<file path="src/rtl/eth_tx_pkg.sv">
package eth_tx_pkg;

  typedef enum logic [2:0] {
    ST_IDLE,
    ST_PRE,
    ST_BODY,
    ST_PAD,
    ST_FCS,
    ST_DRAIN,
    ST_GAP
  } tx_state_e;

  localparam logic [31:0] CRC_POLY_REFL = 32'hEDB88320;
  localparam logic [7:0]  BYTE_PRE      = 8'h55;
  localparam logic [7:0]  BYTE_SFD      = 8'hD5;

  // One byte of the reflected CRC-32, least significant bit first.
  function automatic logic [31:0] crc32_step(input logic [31:0] c, input logic [7:0] d);
    logic [31:0] r;
    r = c;
    for (int b = 0; b < 8; b++) begin
      if (r[0] ^ d[b]) r = (r >> 1) ^ CRC_POLY_REFL;
      else             r = r >> 1;
    end
    return r;
  endfunction

endpackage

</file>
<file path="src/rtl/eth_tx_crc.sv">
module eth_tx_crc
  import eth_tx_pkg::*;
(
  input  logic        clk,
  input  logic        rst_n,
  input  logic        init,
  input  logic        en,
  input  logic [7:0]  data,
  output logic [31:0] crc_q
);

  always_ff @(posedge clk) begin
    if (!rst_n)    crc_q <= '1;
    else if (init) crc_q <= '1;
    else if (en)   crc_q <= crc32_step(crc_q, data);
  end

endmodule

</file>
<file path="src/rtl/eth_tx_srcsub.sv">
module eth_tx_srcsub #(
  parameter int CW = 11
) (
  input  logic          ins_en,
  input  logic [47:0]   station_addr,
  input  logic [CW-1:0] idx,
  input  logic [7:0]    data_in,
  output logic [7:0]    data_out
);

  // Source address occupies body positions 6..11.
  always_comb begin
    data_out = data_in;
    for (int j = 0; j < 6; j++) begin
      if (ins_en && idx == CW'(6 + j)) data_out = station_addr[8*(5-j) +: 8];
    end
  end

endmodule

</file>
<file path="src/rtl/eth_tx_seq.sv">
module eth_tx_seq
  import eth_tx_pkg::*;
#(
  parameter int PRE_LEN          = 7,
  parameter int MIN_FRAME        = 64,
  parameter int MAX_FRAME        = 1518,
  parameter int IPG_BYTES        = 12,
  parameter int MIN_PAYLOAD_VLAN = 42,
  parameter int CW               = 11
) (
  input  logic          clk,
  input  logic          rst_n,
  input  logic          in_valid,
  input  logic          in_last,
  input  logic [7:0]    byte_in,
  output logic          in_ready,
  output logic [CW-1:0] byte_idx,
  input  logic [31:0]   crc_q,
  output logic          crc_init,
  output logic          crc_en,
  output logic [7:0]    crc_byte,
  output logic          out_valid,
  output logic [7:0]    out_data
);

  localparam int SW = $clog2(((IPG_BYTES > PRE_LEN) ? IPG_BYTES : PRE_LEN) + 1);
  localparam logic [SW-1:0] PRE_LAST = SW'(PRE_LEN);
  localparam logic [SW-1:0] GAP_LAST = SW'(IPG_BYTES - 1);
  localparam logic [SW-1:0] FCS_LAST = SW'(3);
  localparam logic [CW-1:0] BODY_MAX   = CW'(MAX_FRAME - 4);
  localparam logic [CW-1:0] MIN_PLAIN  = CW'(MIN_FRAME - 4);
  localparam logic [CW-1:0] MIN_TAGGED = CW'(18 + MIN_PAYLOAD_VLAN);
  localparam logic [CW-1:0] IDX_TAG_HI = CW'(12);
  localparam logic [CW-1:0] IDX_TAG_LO = CW'(13);

  tx_state_e     state_q;
  logic [CW-1:0] n_q, n_inc, min_total;
  logic [SW-1:0] sub_q;
  logic          tag_hi_q, tagged_q, trunc_q, tag_now;
  logic [31:0]   fcs_word;
  logic [7:0]    fcs_byte;

  assign byte_idx = n_q;
  assign n_inc    = n_q + 1'b1;
  assign in_ready = (state_q == ST_BODY) || (state_q == ST_DRAIN);

  always_comb begin
    tag_now   = tagged_q ||
                (state_q == ST_BODY && n_q == IDX_TAG_LO && tag_hi_q && byte_in == 8'h00);
    min_total = tag_now ? MIN_TAGGED : MIN_PLAIN;
    crc_init  = (state_q == ST_PRE) && (sub_q == PRE_LAST);
    crc_en    = ((state_q == ST_BODY) && in_valid) || (state_q == ST_PAD);
    crc_byte  = (state_q == ST_PAD) ? 8'h00 : byte_in;
    fcs_word  = ~crc_q;
    case (sub_q[1:0])
      2'd0:    fcs_byte = fcs_word[7:0];
      2'd1:    fcs_byte = fcs_word[15:8];
      2'd2:    fcs_byte = fcs_word[23:16];
      default: fcs_byte = fcs_word[31:24];
    endcase
  end

  always_ff @(posedge clk) begin
    if (!rst_n) begin
      state_q   <= ST_IDLE;
      n_q       <= '0;
      sub_q     <= '0;
      tag_hi_q  <= 1'b0;
      tagged_q  <= 1'b0;
      trunc_q   <= 1'b0;
      out_valid <= 1'b0;
      out_data  <= '0;
    end else begin
      case (state_q)
        ST_IDLE: begin
          out_valid <= 1'b0;
          if (in_valid) begin
            out_valid <= 1'b1;
            out_data  <= BYTE_PRE;
            sub_q     <= SW'(1);
            state_q   <= ST_PRE;
          end
        end
        ST_PRE: begin
          out_valid <= 1'b1;
          if (sub_q == PRE_LAST) begin
            out_data <= BYTE_SFD;
            n_q      <= '0;
            tag_hi_q <= 1'b0;
            tagged_q <= 1'b0;
            trunc_q  <= 1'b0;
            state_q  <= ST_BODY;
          end else begin
            out_data <= BYTE_PRE;
            sub_q    <= sub_q + 1'b1;
          end
        end
        ST_BODY: begin
          out_valid <= in_valid;
          if (in_valid) begin
            out_data <= byte_in;
            n_q      <= n_inc;
            if (n_q == IDX_TAG_HI) tag_hi_q <= (byte_in == 8'h81);
            if (tag_now)           tagged_q <= 1'b1;
            if (in_last) begin
              if (n_inc < min_total) state_q <= ST_PAD;
              else begin
                state_q <= ST_FCS;
                sub_q   <= '0;
              end
            end else if (n_inc == BODY_MAX) begin
              trunc_q <= 1'b1;
              state_q <= ST_FCS;
              sub_q   <= '0;
            end
          end
        end
        ST_PAD: begin
          out_valid <= 1'b1;
          out_data  <= 8'h00;
          n_q       <= n_inc;
          if (n_inc == min_total) begin
            state_q <= ST_FCS;
            sub_q   <= '0;
          end
        end
        ST_FCS: begin
          out_valid <= 1'b1;
          out_data  <= fcs_byte;
          sub_q     <= sub_q + 1'b1;
          if (sub_q == FCS_LAST) begin
            sub_q   <= '0;
            state_q <= trunc_q ? ST_DRAIN : ST_GAP;
          end
        end
        ST_DRAIN: begin
          out_valid <= 1'b0;
          if (in_valid && in_last) begin
            trunc_q <= 1'b0;
            sub_q   <= '0;
            state_q <= ST_GAP;
          end
        end
        ST_GAP: begin
          out_valid <= 1'b0;
          sub_q     <= sub_q + 1'b1;
          if (sub_q == GAP_LAST) state_q <= ST_IDLE;
        end
        default: state_q <= ST_IDLE;
      endcase
    end
  end

endmodule

</file>
<file path="src/rtl/eth_tx_framer.sv">
module eth_tx_framer #(
  parameter int PRE_LEN          = 7,
  parameter int MIN_FRAME        = 64,
  parameter int MAX_FRAME        = 1518,
  parameter int IPG_BYTES        = 12,
  parameter int MIN_PAYLOAD_VLAN = 42
) (
  input  logic        clk,
  input  logic        rst_n,
  input  logic        addr_ins_en,
  input  logic [47:0] station_addr,
  input  logic        in_valid,
  input  logic [7:0]  in_data,
  input  logic        in_last,
  output logic        in_ready,
  output logic        out_valid,
  output logic [7:0]  out_data
);

  localparam int CW = $clog2(MAX_FRAME + 1);

  logic [CW-1:0] byte_idx;
  logic [7:0]    sub_byte, crc_byte;
  logic [31:0]   crc_q;
  logic          crc_init, crc_en;

  eth_tx_srcsub #(.CW(CW)) u_srcsub (
    .ins_en       (addr_ins_en),
    .station_addr (station_addr),
    .idx          (byte_idx),
    .data_in      (in_data),
    .data_out     (sub_byte)
  );

  eth_tx_crc u_crc (
    .clk   (clk),
    .rst_n (rst_n),
    .init  (crc_init),
    .en    (crc_en),
    .data  (crc_byte),
    .crc_q (crc_q)
  );

  eth_tx_seq #(
    .PRE_LEN          (PRE_LEN),
    .MIN_FRAME        (MIN_FRAME),
    .MAX_FRAME        (MAX_FRAME),
    .IPG_BYTES        (IPG_BYTES),
    .MIN_PAYLOAD_VLAN (MIN_PAYLOAD_VLAN),
    .CW               (CW)
  ) u_seq (
    .clk       (clk),
    .rst_n     (rst_n),
    .in_valid  (in_valid),
    .in_last   (in_last),
    .byte_in   (sub_byte),
    .in_ready  (in_ready),
    .byte_idx  (byte_idx),
    .crc_q     (crc_q),
    .crc_init  (crc_init),
    .crc_en    (crc_en),
    .crc_byte  (crc_byte),
    .out_valid (out_valid),
    .out_data  (out_data)
  );

endmodule

</file>
<file path="config.mk">
export PLATFORM = sky130hd
export DESIGN_NAME = eth_tx_framer
export DESIGN_NICKNAME = d
export VERILOG_FILES = /design/src/rtl/eth_tx_pkg.sv /design/src/rtl/eth_tx_crc.sv /design/src/rtl/eth_tx_srcsub.sv /design/src/rtl/eth_tx_seq.sv /design/src/rtl/eth_tx_framer.sv
export SDC_FILE = /design/constraint.sdc
export NUM_CORES = 1
export LEC_CHECK = 0
export ABC_CLOCK_PERIOD_IN_PS = 4070
export BUFFER_PORTS_ARGS = -buffer_cell sky130_fd_sc_hd__buf_2
export CORE_ASPECT_RATIO = 1.2
export CORE_MARGIN = 4
export CORE_UTILIZATION = 40
export CTS_BUF_LIST = sky130_fd_sc_hd__clkbuf_8 sky130_fd_sc_hd__clkbuf_16
export DETAILED_ROUTE_END_ITERATION = 16
export PLACE_DENSITY = 0.56
export SLEW_MARGIN = 30
export SYNTH_ARGS = -nofsm -noshare
export SYNTH_HDL_FRONTEND = slang
export SYNTH_HIERARCHICAL = 1
export SYNTH_SLANG_ARGS = --single-unit
</file>
<file path="constraint.sdc">
create_clock -name clk -period 4.07 [get_ports clk]
set_input_delay 0.814 -clock clk [delete_from_list [all_inputs] [get_ports clk]]
set_output_delay 0.814 -clock clk [all_outputs]
set_load 0.01 [all_outputs]
</file>
# Word-level counts from Yosys, hierarchy flattened
# Index checks and enable logic that the tools add are counted.
totals:
  register_bits: 60
  latch_bits: 0
  mem_bits_rw: 0
  romBits: 0
  inputBits: 61
  out_inout_bits: 10
  elab_cells: 159
  mem_count: 0
op_classes:
  add_sub_neg: 2
  n_mul: 0
  div: 0
  order_cmp: 1
  n_eq_ne: 31
  n_shift: 0
  mux: 74
  bitwise_logic: 18
  n_reduce_logical: 26
ops:
  columns: ["operator", "n"]
  rows:
  - ["32-bit 2-to-1 mux", 29]
  - ["13-bit inverter with 14-bit output", 8]
  - ["8-bit 2-to-1 mux", 10]
  - ["11-bit by 4-bit == test with 1-bit output, second input constant", 4]
  - ["8-bit one-hot mux with 5 select lines", 1]
  - ["4-bit 2-to-1 mux", 9]
  - ["11-bit one-hot mux with 3 select lines", 1]
  - ["32-bit inverter", 1]
  - ["3-bit 2-to-1 mux", 10]
  - ["4-bit one-hot mux with 7 select lines", 1]
  - ["8-bit one-hot mux with 3 select lines", 1]
  - ["11-bit by 3-bit == test with 1-bit output, second input constant", 2]
  - ["11-bit 2-to-1 mux", 2]
  - ["3-bit one-hot mux with 7 select lines", 1]
  - ["2-bit inequality test, second input constant", 8]
  - ["8-bit AND reduction", 2]
  - ["11-bit by 1-bit adder with 11-bit output, second input constant", 1]
  - ["11-bit == test, second input constant", 1]
  - ["11-bit by 6-bit == test with 1-bit output, second input constant", 1]
  - ["11-bit by 6-bit < comparator with 1-bit output, second input constant", 1]
  - ["3-bit == test, second input constant", 3]
  - ["1-bit logical AND", 9]
  - ["1-bit XOR", 8]
  - ["7-bit nonzero test", 1]
  - ["25 further kinds", 37]

# Logic depth before layout (Yosys ltp)
# Gate-level depths: netlist of run 1.
logic_depth:
  word_depth: 46
  depth_mapped: 12
  ltp_nobuf: 10

# Cells and area by module
# Netlist of run 1, hierarchy kept.
modules_own_cells:
  columns: ["module", "instances", "cells_per_inst", "area_per_inst_um2", "seq_area_each_um2"]
  rows:
  - ["eth_tx_seq", 1, 309, 2293.4, 560.5]
  - ["eth_tx_crc", 1, 193, 1786.7, 640.6]
  - ["eth_tx_srcsub", 1, 82, 708.2, 0.0]

# Worst setup path before layout of run 1
# No wires, ideal clock.
synth_timing:
  path_kind: "input to register"
  startpoint: "input port addr_ins_en"
  endpoint: "register u_crc.crc_q[19]"
  setup_ns: 0.074
  arrival_ns: 3.327
  required_time_ns: 3.996
  path_slack_ns: 0.669
  cell_stages: 11
  n_path_buf: 1
  path_cell_list: "nor4b_4 and3_1 buf_4 nand3_1 a2bb2oi_1 and2_1 xnor2_1 xnor2_1 xor2_2 xor3_1 o21ai_0"
synth_between:
  elab_cells_between_ends: 54
  cone_classes: "mux (36); bitwise (12); reduce/logical (6)"
synth_lines:
  columns: ["item", "line_no", "text"]
  rows:
  - ["from (decl)", "eth_tx_framer.sv:10", "input logic addr_ins_en,"]
  - ["1-bit logical AND", "eth_tx_srcsub.sv:15", "if (ins_en && idx == CW'(6 + j)) data_out = station_addr[8*(5-j) +: 8];"]
  - ["8-bit 2-to-1 mux (5 in a row)", "eth_tx_srcsub.sv:15", null]
  - ["8-bit 2-to-1 mux *", "eth_tx_srcsub.sv:15", null]
  - ["via sub_byte[7]", "eth_tx_framer.sv:23", "logic [7:0] sub_byte, crc_byte;"]
  - ["8-bit 2-to-1 mux *", "eth_tx_seq.sv:53", "crc_byte = (state_q == ST_PAD) ? 8'h00 : byte_in;"]
  - ["via crc_byte[7]", "eth_tx_framer.sv:23", null]
  - ["1-bit XOR *", "eth_tx_pkg.sv:22", "if (r[0] ^ d[b]) r = (r >> 1) ^ CRC_POLY_REFL;"]
  - ["32-bit 2-to-1 mux *", "eth_tx_pkg.sv:22", null]
  - ["to (signal assigned)", "eth_tx_crc.sv:15", "else if (en) crc_q <= crc32_step(crc_q, data);"]
  - ["to (decl)", "eth_tx_crc.sv:9", "output logic [31:0] crc_q"]
# Mark *: on every way through the listed nets, which the timed path passes. The rest lies on a longest branch. The select of a mux whose other input is x is not followed.
# A chain may end at the register's enable or synchronous reset.

# Final worst setup path of run 1
layout_timing:
  startpoint: "register u_seq.n_q[5] (netlist: u_seq/byte_idx[5])"
  endpoint: "register u_crc.crc_q[19]"
layout_between:
  elab_cells_between_ends: 60
  cone_classes: "eq/ne (6); mux (36); bitwise (12); reduce/logical (6)"
layout_lines:
  columns: ["item", "line_no", "text"]
  rows:
  - ["from (decl)", "eth_tx_seq.sv:37", "logic [CW-1:0] n_q, n_inc, min_total;"]
  - ["from (signal assigned)", "eth_tx_seq.sv:102", "n_q <= n_inc;"]
  - ["from (signal assigned)", "eth_tx_seq.sv:121", "n_q <= n_inc;"]
  - ["11-bit by 3-bit == test with 1-bit output", "eth_tx_srcsub.sv:15", null]
  - ["1-bit logical AND", "eth_tx_srcsub.sv:15", null]
  - ["8-bit 2-to-1 mux (5 in a row)", "eth_tx_srcsub.sv:15", null]
  - ["8-bit 2-to-1 mux *", "eth_tx_srcsub.sv:15", null]
  - ["via sub_byte[2]", "eth_tx_framer.sv:23", null]
  - ["8-bit 2-to-1 mux *", "eth_tx_seq.sv:53", null]
  - ["via crc_byte[2]", "eth_tx_framer.sv:23", null]
  - ["1-bit XOR *", "eth_tx_pkg.sv:22", null]
  - ["[17 not listed]", null, null]
  - ["32-bit 2-to-1 mux *", "eth_tx_crc.sv:13", "if (!rst_n) crc_q <= '1;"]
  - ["13-bit inverter with 14-bit output (no source line)", null, null]
  - ["32-bit 2-to-1 mux *", "eth_tx_pkg.sv:22", null]
  - ["32-bit 2-to-1 mux *", "eth_tx_crc.sv:15", null]
  - ["32-bit 2-to-1 mux *", "eth_tx_crc.sv:14", "else if (init) crc_q <= '1;"]
  - ["32-bit 2-to-1 mux *", "eth_tx_crc.sv:13", null]
  - ["13-bit inverter with 14-bit output (no source line)", null, null]
  - ["32-bit 2-to-1 mux *", "eth_tx_pkg.sv:22", null]
# Marked as above.

==> flow_metrics.py, run 1 <==
metrics = {
    "run_status": {
        "outcome": "finished clean",
    },
    "grt": {
        "globalRouteTotalUtil_pct": 20.7,
        "grt_max_degree": 37,
        "antenna_found_initial": 0,
        "grt_use_met3_pct": 3.83,
        "use_met2_pct": 35.8,
        "overflow": 0,
        "grt-busiest-layer": "met2",
        "grt_first_pass_wirelength_um": 22400,
        "grt_pass1_vias": 4391,
        "grt_use_met1_pct": 24.9,
    },
    "setup_path": {
        "path_class": "reg -> reg",
        "reg2reg_depth": 10,
        "worstSetupStartpoint": "u_seq/byte_idx[5]",
        "end_kind": "register",
        "r2r_setup_slack_ns": 0.40,
        "max_stage_delay_ns": 0.64,
        "cp_max_fo": 10,
        "cp_num_buf_inv": 0,
        "crit_required_ns": 4.34,
        "path_cells": "nor4_4 -> and3_1 -> and2_2 -> a21oi_1 -> and2_1 -> xnor2_1 -> xnor2_1 -> xnor2_1 -> xor3_1 -> o21ai_0",
        "critPathSlowestCell": "xnor2_1",
        "worst_path_most_repeated_cell": "xnor2_1",
        "cp-endpoint": "u_crc/crc_q[19]",
        "start_kind": "register",
        "r2r_end": "u_crc/crc_q[19]",
        "critical_path.top_delay_family": "XOR/XNOR gates",
        "crit_cells": 10,
        "timing.rr.start": "u_seq/byte_idx[5]",
        "crit_arrival_ns": 3.93,
    },
    "layout": {
        "stdcell_area_um2": 5610,
        "syn_to_final_growth_pct": 17.2,
        "drive_gt1_share_pct": 21.9,
        "antennaDiodeCount": 0,
        "final_nets": 717,
    },
    "timing": {
        "worst_pin_slew_ns": 0.844,
        "finalSetupViolCount": 0,
        "period_share_pct": 90.1,
        "hold_viol_final": 0,
        "fmax_mhz": 273,
        "maxSlewViolCount": 0,
        "grt_setup_unrepaired": "false",
        "layout_min_cycle_time_ns": 3.67,
        "tns_ns": 0,
        "clock_skew_ns": 0.00711,
        "max_slew_margin_pct": 43.7,
    },
    "floorplan": {
        "fp.dieH_um": 128,
        "rows": 43,
        "die_w_um": 108,
        "start_util_pct": 41.2,
        "dieArea_um2": 13800,
        "top_level_ports": 71,
        "coreArea_um2": 11600,
    },
    "yosys": {
        "syn_nets": 652,
        "synth_top_flop_cell": "dfxtp_1",
        "async_flop_share_pct": 0,
        "avgSynthCellArea_um2": 8.20,
        "ys_warn_count": 6,
        "yosysUniqueCellTypes": 82,
        "synth_edf_count": 0,
        "synth_seq_cells": 60,
        "syn-cell-area_um2": 4790,
        "syn_inst": 584,
        "synth-seq-area-share_pct": 25.1,
    },
    "routing": {
        "wirelength_um": 14200,
        "num_vias": 4513,
        "first_iter_violations": 341,
        "drc": 0,
        "viasPerCell": 5.56,
        "wl_per_cell_um": 17.5,
        "ant_nets": 0,
        "drt_pass1_iterations": 5,
    },
    "clocking": {
        "cts_max_level": 3,
        "cts_tree": "done",
        "cts_resized": 0,
        "post_cts_buffers": 0,
        "ctsRootBufferMaster": "clkbuf_16",
        "clk_path_buf_depth": 2,
        "ctsHoldBuffers": 0,
        "cts_buffers": 9,
        "clk_latency_ns": 0.34,
        "cts_sinks": 60,
        "cts.clk_slew.worst_paths_ns": 0.05,
    },
    "place": {
        "place_area_um2": 5310,
        "portBuffers": 70,
        "hpwl_um": 10500,
        "gp_congestion": 0.885,
    },
    "job": {
        "drv_cap": 0,
    },
    "pwr": {
        "powerDensity_nw_per_um2": 560,
        "irDropWorstVdd_mv": 0.270,
        "leakagePower_nw": 2.18,
    },
    "worst_hold_path": {
        "hold_path_class": "reg -> reg",
    },
}
stage by stage:
step / cells / total power [mW] / utilization (%) / hold WS (ns) / setup WS (ns)
after floorplan: 584 / 1.99 / - / 0.476 / 0.669
after global placement: 795 / 2.36 / 45.7 / 0.494 / 0.235
after detailed placement: 795 / 2.36 / 45.7 / 0.493 / 0.158
after CTS: 811 / 3.16 / 48.3 / 0.507 / 0.422
after global routing: 811 / 3.35 / 48.3 / 0.536 / 0.222
final: 811 / 3.14 / 48.3 / 0.499 / 0.402
final cells by class:
| cell class | instances | area [µm²] |
|---|---|---|
| inverter | 14 | 52.6 |
| clock inverter | 6 | 63.8 |
| fill | 1172 | 6010 |
| sequential | 60 | 1200 |
| multi-input combinational | 471 | 3340 |
| clock buffer | 10 | 239 |
| timing repair buffer | 93 | 523 |
| tap | 157 | 196 |
cell families after synthesis:
family	after synthesis	synth area share (%)
adders and majority gates	7	1.83
xor gates and xnor gates	69	14.6
DFF	60	25.1
buffers and inverters	53	5.23
muxes	19	4.15
AOI/OAI and AO/OA	172	25.6
and+or+nand+nor	204	23.5
cells in the mapped netlist (all sizes together) (4+ instances only):
cell type / number / area, µm²
nand2: 67 / 254
dfxtp: 60 / 1200
o21ai: 49 / 245
xnor2: 47 / 457
nor2: 37 / 139
clkbuf: 25 / 104
a21oi: 21 / 109
nor2b: 21 / 131
and2: 19 / 121
xor2: 19 / 174
buf: 14 / 93.8
inv: 14 / 52.6
o22ai: 13 / 87.6
mux2i: 12 / 120
o211ai: 12 / 95.1
nor3: 11 / 66.3
nand3: 10 / 50.1
o311ai: 8 / 77.6
a211o: 7 / 61.3
ha: 7 / 87.6
mux2: 7 / 78.8
a21boi: 6 / 45.0
nand2b: 6 / 37.5
o211a: 6 / 60.1
a31oi: 5 / 31.3
a32oi: 5 / 51.3
a222oi: 4 / 40.0
and2b: 4 / 30.0
nand3b: 4 / 30.0
nor4: 4 / 40.0
nor4b: 4 / 80.1
o31ai: 4 / 35.0
metal layers:
| metal | part of all wire (%) | up-vias |
|---|---|---|
| met5 | 0 | - |
| met3 | 4.7 | 40 |
| met1 | 42 | 2098 |
| met4 | 3.3 | 0 |
| li1 | - | 2245 |
| met2 | 50 | 130 |
cells in the final DEF (no fill, tap or decap), types with 12 or more instances in the layout:
| cell | count |
|---|---|
| xor2_1 | 18 |
| buf_4 | 23 |
| nor2_1 | 37 |
| dfxtp_1 | 60 |
| o21ai_0 | 49 |
| nand2_1 | 66 |
| a21oi_1 | 20 |
| inv_1 | 14 |
| and2_1 | 17 |
| nor2b_1 | 21 |
| mux2i_1 | 12 |
| o22ai_1 | 12 |
| xnor2_1 | 44 |
| buf_2 | 70 |
state kept, by name, indices dropped and copies added (netlist names):
name             cells
u_seq/out_data       8
u_seq/out_valid      1
u_seq/trunc_q        1
u_seq/byte_idx      11
u_crc/crc_q         32
u_seq/state_q        3
u_seq/sub_q          4
worst min path at each step:
stage	startpoint	endpoint	slack [ns]	cells past startpoint
after floorplan	u_seq/trunc_q	u_seq/trunc_q	0.48	2
after global placement	u_seq/out_data[4]	u_seq/out_data[4]	0.49	1
after detailed placement	u_seq/out_data[4]	u_seq/out_data[4]	0.49	1
after CTS	u_seq/out_data[4]	u_seq/out_data[4]	0.51	1
after global routing	u_seq/out_data[2]	u_seq/out_data[2]	0.54	1
final	u_seq/out_data[4]	u_seq/out_data[4]	0.50	1
where the power goes:
| group | internal, mW | switching, mW | total (mW) |
|---|---|---|---|
| registers | 0.686 | 0.104 | 0.790 |
| logic | 0.723 | 0.852 | 1.58 |
| clock network | 0.489 | 0.289 | 0.778 |
Power figures use the tool's default switching activity.
==> run 2: changes to the inputs <==
--- a/config.mk
+++ b/config.mk
@@ -5,14 +5,15 @@
 export SDC_FILE = /design/constraint.sdc
 export NUM_CORES = 1
 export LEC_CHECK = 0
-export ABC_CLOCK_PERIOD_IN_PS = 4070
+export ABC_CLOCK_PERIOD_IN_PS = 3000
 export BUFFER_PORTS_ARGS = -buffer_cell sky130_fd_sc_hd__buf_2
 export CORE_ASPECT_RATIO = 1.2
 export CORE_MARGIN = 4
 export CORE_UTILIZATION = 40
 export CTS_BUF_LIST = sky130_fd_sc_hd__clkbuf_8 sky130_fd_sc_hd__clkbuf_16
 export DETAILED_ROUTE_END_ITERATION = 16
-export PLACE_DENSITY = 0.56
+export PLACE_DENSITY = 0.59
+export RECOVER_POWER = 50
 export SLEW_MARGIN = 30
 export SYNTH_ARGS = -nofsm -noshare
 export SYNTH_HDL_FRONTEND = slang
==> constraint.sdc (replaced) <==
create_clock -name clk -period 3 [get_ports clk]
set_input_delay 0.6 -clock clk [delete_from_list [all_inputs] [get_ports clk]]
set_output_delay 0.6 -clock clk [all_outputs]
set_load 0.01 [all_outputs]
==> run 2 against run 1 <==
Against the previous run:
- the run now ends with negative setup slack left
- final cell count is 8.3% higher
- clock power is 22% higher
- register-to-register slack worse by 0.47 ns
- critical path type unchanged
- largest power group unchanged
==> flow_metrics.py, run 2 (synthesis results as in run 1) <==
metrics = {
    "worst_hold_path": {
        "hold_path_class": "reg -> reg",
    },
    "floorplan": {
        "top_level_ports": 71,
        "die_w_um": 108,
        "dieArea_um2": 13800,
        "fp.dieH_um": 128,
        "rows": 43,
        "start_util_pct": 41.2,
        "coreArea_um2": 11600,
    },
    "setup_path": {
        "cp_max_fo": 4,
        "path_class": "reg -> reg",
        "end_kind": "register",
        "crit_required_ns": 3.23,
        "start_kind": "register",
        "path_cells": "or4b_4 -> nor3_4 -> buf_6 -> a222oi_1 -> a21oi_1 -> and2_4 -> xnor2_4 -> buf_6 -> xnor2_4 -> buf_4 -> xor2_1 -> buf_4 -> nor2_1 -> o311ai_2",
        "max_stage_delay_ns": 0.54,
        "critical_path.top_delay_family": "simple AND/OR/NAND/NOR gates",
        "cp_num_buf_inv": 4,
        "crit_arrival_ns": 3.31,
        "critPathSlowestCell": "or4b_4",
    },
    "place": {
        "gp_congestion": 0.906,
        "hpwl_um": 11000,
        "portBuffers": 70,
        "place_inst": 845,
        "place_area_um2": 5780,
    },
    "routing": {
        "ant_nets": 0,
        "viasPerCell": 5.55,
        "first_iter_violations": 266,
        "wl_per_cell_um": 17.0,
        "num_vias": 4874,
        "drt_pass1_iterations": 7,
        "drc": 0,
        "wirelength_um": 14900,
    },
    "pwr": {
        "combPwrFrac_pct": 57.9,
        "net-switching-power_mw": 1.83,
        "swShare_pct": 38.2,
        "irDropWorstVdd_mv": 0.330,
        "power.internal_mw": 2.97,
        "powerDensity_nw_per_um2": 752,
        "pwr-share-clk_pct": 19.7,
        "p_seq_share_pct": 22.3,
        "leakagePower_nw": 2.60,
    },
    "layout": {
        "top_register": "u_crc/crc_q",
        "final_cells": 878,
        "stdcell_area_um2": 6370,
        "syn_to_final_growth_pct": 33.1,
        "final_common_cell": "buf_4",
        "fin_util_pct": 54.9,
        "layout_common_cells": "76 x buf_4, 66 x nand2_1, 61 x buf_2, 53 x dfxtp_1, 42 x o21ai_0",
        "antennaDiodeCount": 0,
        "final_nets": 785,
        "largest_reg_flops": 32,
        "fillerInstances": 1137,
        "drive_gt1_share_pct": 32.3,
    },
    "timing": {
        "maxSlewViolCount": 0,
        "worst_pin_slew_ns": 0.765,
        "finalSetupViolCount": 3,
        "layout_min_cycle_time_ns": 3.07,
        "clock_skew_ns": 0.00764,
        "whs_ns": 0.506,
        "grt_setup_unrepaired": "true",
        "tns_ns": -0.0789,
        "max_slew_margin_pct": 49.0,
        "period_share_pct": 102,
        "worst_slack_ns": -0.0722,
        "hold_viol_final": 0,
        "fmax_mhz": 325,
    },
    "clocking": {
        "clk_path_buf_depth": 2,
        "cts.clk_slew.worst_paths_ns": 0.05,
        "cts_sinks": 60,
        "cts_buffers": 9,
        "ctsHoldBuffers": 0,
        "ctsRootBufferMaster": "clkbuf_16",
        "cts_tree": "done",
        "clk_latency_ns": 0.33,
        "cts_max_level": 3,
    },
    "job": {
        "drv_cap": 0,
    },
    "grt": {
        "grt_pass1_vias": 4764,
        "grt_first_pass_wirelength_um": 23500,
        "overflow": 0,
        "antenna_found_initial": 0,
        "globalRouteTotalUtil_pct": 21.6,
        "grt_max_degree": 37,
    },
    "run_status": {
        "outcome": "finished with violations",
        "violations": "negative setup slack",
    },
}
==> run 2: cell count changes in the layout (fill, tap and decap cells not counted), sizes merged <==
| cell | previous run | this run |
|---|---|---|
| clkbuf | 10 | 23 |
| inv | 14 | 16 |
| clkinv | 3 | 2 |
| clkinvlp | 2 | 0 |
| buf | 93 | 149 |
| bufinv | 1 | 0 |
==> run 2: repair_timing <==
| item | 4_1_cts | 5_1_grt |
|---|---|---|
| setup buffers | 8 | 11 |
| resized for setup | 18 | 37 |
| pin swaps | 13 | 24 |
| setup endpoints to repair | 21 | 26 |
==> run 2: power by group through the flow <==
stage / clock network (mW) / registers [mW] / logic (mW)
4_1_cts: 0.974 / 1.07 / 2.53
2_1_floorplan: 0 / 1.06 / 1.69
3_3_place_gp: 0 / 1.08 / 2.40
3_5_place_dp: 0 / 1.08 / 2.44
5_1_grt: 1.00 / 1.09 / 2.99
6_report: 0.946 / 1.07 / 2.78
==> run 2: worst paths after layout <==
path	from	endpoint	slack [ns]	cells past startpoint
max	u_seq/byte_idx[10]	u_crc/crc_q[14]	-0.07	14
min reg2reg	u_seq/out_data[4]	u_seq/out_data[4]	0.51	1
min	u_seq/out_data[4]	u_seq/out_data[4]	0.51	1
max reg2reg	u_seq/byte_idx[10]	u_crc/crc_q[14]	-0.07	14
==> run 2: worst register-to-register path: cells and delay by family, from the launching register on <==
family                    cells  cell delay, ns
and+or+nand+nor               4            1.06
buffers and inverters         4            0.61
AOI/OAI and AO/OA             3            0.50
xor gates and xnor gates      3            0.47
DFF                           1            0.33
==> run 2: stage by stage <==
step,worst slack [ns],power (mW)
3_3_place_gp,-0.294,3.48
5_1_grt,-0.192,5.08
6_report,-0.0722,4.79
3_5_place_dp,-0.365,3.52
2_1_floorplan,-0.0314,2.75
4_1_cts,-0.00859,4.57
==> run 2: routing by layer <==
metal  global-route usage (%)  wire, µm  vias to the layer above
li1                         -         -                     2380
met1                     24.6      5920                     2298
met2                     38.0      7790                      150
met3                     2.97       589                       46
met4                     12.7       622                        0
met5                        0         0                        -
==> run 2: layout make-up <==
type,count,area [µm²],share of cell area (%)
sequential,60,1210,19.1
inverter,14,52.6,0.824
clock inverter,4,17.5,0.275
clock buffer,11,253,3.96
tap,157,196,3.08
timing repair buffer,161,1080,17.0
multi-input combinational,471,3560,55.8
==> run 3: changes to the inputs <==
--- a/config.mk
+++ b/config.mk
@@ -5,14 +5,14 @@
 export SDC_FILE = /design/constraint.sdc
 export NUM_CORES = 1
 export LEC_CHECK = 0
-export ABC_CLOCK_PERIOD_IN_PS = 3000
+export ABC_CLOCK_PERIOD_IN_PS = 3600
 export BUFFER_PORTS_ARGS = -buffer_cell sky130_fd_sc_hd__buf_2
 export CORE_ASPECT_RATIO = 1.2
 export CORE_MARGIN = 4
 export CORE_UTILIZATION = 40
 export CTS_BUF_LIST = sky130_fd_sc_hd__clkbuf_8 sky130_fd_sc_hd__clkbuf_16
 export DETAILED_ROUTE_END_ITERATION = 16
-export PLACE_DENSITY = 0.59
+export PLACE_DENSITY = 0.56
 export RECOVER_POWER = 50
 export SLEW_MARGIN = 30
 export SYNTH_ARGS = -nofsm -noshare
==> constraint.sdc (replaced) <==
create_clock -name clk -period 3.6 [get_ports clk]
set_input_delay 0.72 -clock clk [delete_from_list [all_inputs] [get_ports clk]]
set_output_delay 0.72 -clock clk [all_outputs]
set_load 0.01 [all_outputs]
==> run 3 against run 2 <==
Against the previous run:
- the run now ends clean
- clock power grew 0.4%
- sequential share of layout area rose by 2.0 points
- combinational power shrank 33%
- register-to-register slack improved by 0.41 ns
- critical path depth down 5
- global-route usage shrank 1.2 points
- wire length decreased by 6.1%
- first-iteration DRC count rose by 29%
- worst hold slack lost 0.0010 ns
- sequential power down 17%
- largest cell class unchanged
==> flow_metrics.py, run 3 (synthesis results as in run 1) <==
metrics = {
    "clocking": {
        "cts_tree": "done",
        "cts_buffers": 9,
        "clk_path_buf_depth": 2,
        "cts.clk_slew.worst_paths_ns": 0.05,
        "clk_latency_ns": 0.33,
        "cts_max_level": 3,
        "cts_sinks": 60,
        "ctsRootBufferMaster": "clkbuf_16",
        "ctsHoldBuffers": 0,
    },
    "timing": {
        "hold_viol_final": 0,
        "maxSlewViolCount": 0,
        "clock_skew_ns": 0.00635,
        "fmax_mhz": 306,
        "finalSetupViolCount": 0,
        "grt_setup_unrepaired": "false",
        "period_share_pct": 90.6,
        "tns_ns": 0,
        "layout_min_cycle_time_ns": 3.26,
        "max_slew_margin_pct": 45.5,
        "worst_pin_slew_ns": 0.817,
    },
    "layout": {
        "seqCellArea_um2": 1200,
        "multi_input_comb_area_um2": 3330,
        "final_cells": 826,
        "final_nets": 732,
        "largest_reg_flops": 32,
        "syn_to_final_growth_pct": 19.4,
        "fillerInstances": 1171,
        "top_register": "u_crc/crc_q",
        "layout_common_cells": "66 x nand2_1, 60 x buf_2, 59 x dfxtp_1, 49 x o21ai_0, 43 x xnor2_1",
        "drive_gt1_share_pct": 21.8,
        "antennaDiodeCount": 0,
        "final_common_cell": "nand2_1",
        "stdcell_area_um2": 5720,
    },
    "setup_path": {
        "timing.rr.start": "u_seq/byte_idx[0]",
        "cp_max_fo": 15,
        "crit_required_ns": 3.87,
        "path_cells": "clkbuf_1 -> ha_1 -> and3_1 -> a2111oi_0 -> a41oi_1 -> o221ai_2 -> nor4b_2 -> nor4b_4 -> o21a_1",
        "path_class": "reg -> reg",
        "start_kind": "register",
        "end_kind": "register",
        "critPathSlowestCell": "nor4b_2",
        "max_stage_delay_ns": 0.58,
        "worstSetupStartpoint": "u_seq/byte_idx[0]",
        "crit_arrival_ns": 3.54,
    },
    "floorplan": {
        "top_level_ports": 71,
        "start_util_pct": 41.2,
        "rows": 43,
        "dieArea_um2": 13800,
        "fp.dieH_um": 128,
        "die_w_um": 108,
        "coreArea_um2": 11600,
    },
    "job": {
        "drv_cap": 0,
    },
    "routing": {
        "viasPerCell": 5.65,
        "wl_per_cell_um": 17.0,
        "ant_nets": 0,
        "num_vias": 4663,
        "drc": 0,
        "wirelength_um": 14000,
        "first_iter_violations": 342,
        "drt_pass1_iterations": 7,
    },
    "worst_hold_path": {
        "hold_path_class": "reg -> reg",
        "hold_start": "u_seq/out_data[4]",
    },
    "grt": {
        "globalRouteTotalUtil_pct": 20.4,
        "grt_pass1_vias": 4410,
        "grt_first_pass_wirelength_um": 22400,
        "antenna_found_initial": 0,
        "grt_max_degree": 37,
        "overflow": 0,
    },
    "pwr": {
        "irDropWorstVdd_mv": 0.367,
        "powerDensity_nw_per_um2": 644,
        "power_mw": 3.68,
        "leakagePower_nw": 2.20,
    },
    "place": {
        "place_area_um2": 5410,
        "portBuffers": 70,
        "place_inst": 808,
        "gp_congestion": 0.862,
        "hpwl_um": 10400,
    },
    "run_status": {
        "outcome": "finished clean",
    },
}
-- run 3: per-stage QoR --
stage	hold slack (ns)	utilization (%)	worst slack (ns)
6_report	0.505	49.2	0.337
5_1_grt	0.542	49.2	0.0634
4_1_cts	0.510	49.3	0.185
3_5_place_dp	0.497	46.5	0.0805
3_3_place_gp	0.494	46.5	0.0643
2_1_floorplan	0.476	-	0.293
-- run 3: worst paths after layout --
path / end / slack (ns) / cells after the start
min: u_seq/out_data[4] / 0.50 / 1
min reg2reg: u_seq/out_data[4] / 0.50 / 1
max: u_seq/sub_q[3] / 0.34 / 9
max reg2reg: u_seq/sub_q[3] / 0.34 / 9
-- run 3: critical path, delay by kind of cell, from the launching register on --
family,cells,cell delay [ns]
buffers and inverters,1,0.36
adder cells (fa/ha/maj),1,0.42
flip-flops,1,0.51
AND/OR/NAND/NOR,3,1.14
AO/OA/AOI/OAI,4,0.77
-- run 3: final cells by class --
type,instances,area share (%)
multi-input cells,471,58.3
clock inverters,6,1.53
flip-flops and latches,60,21.0
well taps,157,3.43
inverters,14,0.919
repair buffers,108,10.6
clock buffers,10,4.18
-- run 3: power breakdown --
part	internal, mW	total, mW	switching [mW]
Sequential	0.776	0.887	0.111
Combinational	0.870	1.85	0.978
Clock	0.623	0.950	0.327
-- run 3: metal layers --
layer	GRT usage, %	vias to the layer above	routed length (µm)
met1	24.2	2246	5710
met5	0	-	0
met4	7.88	0	361
li1	-	2266	-
met2	36.8	128	7300
met3	2.82	23	639
-- run 3: repair_timing --
item                                    in CTS  in global routing
endpoints found under the setup margin       0                 15
resized for setup                            0                  3
buffers inserted                             0                  2
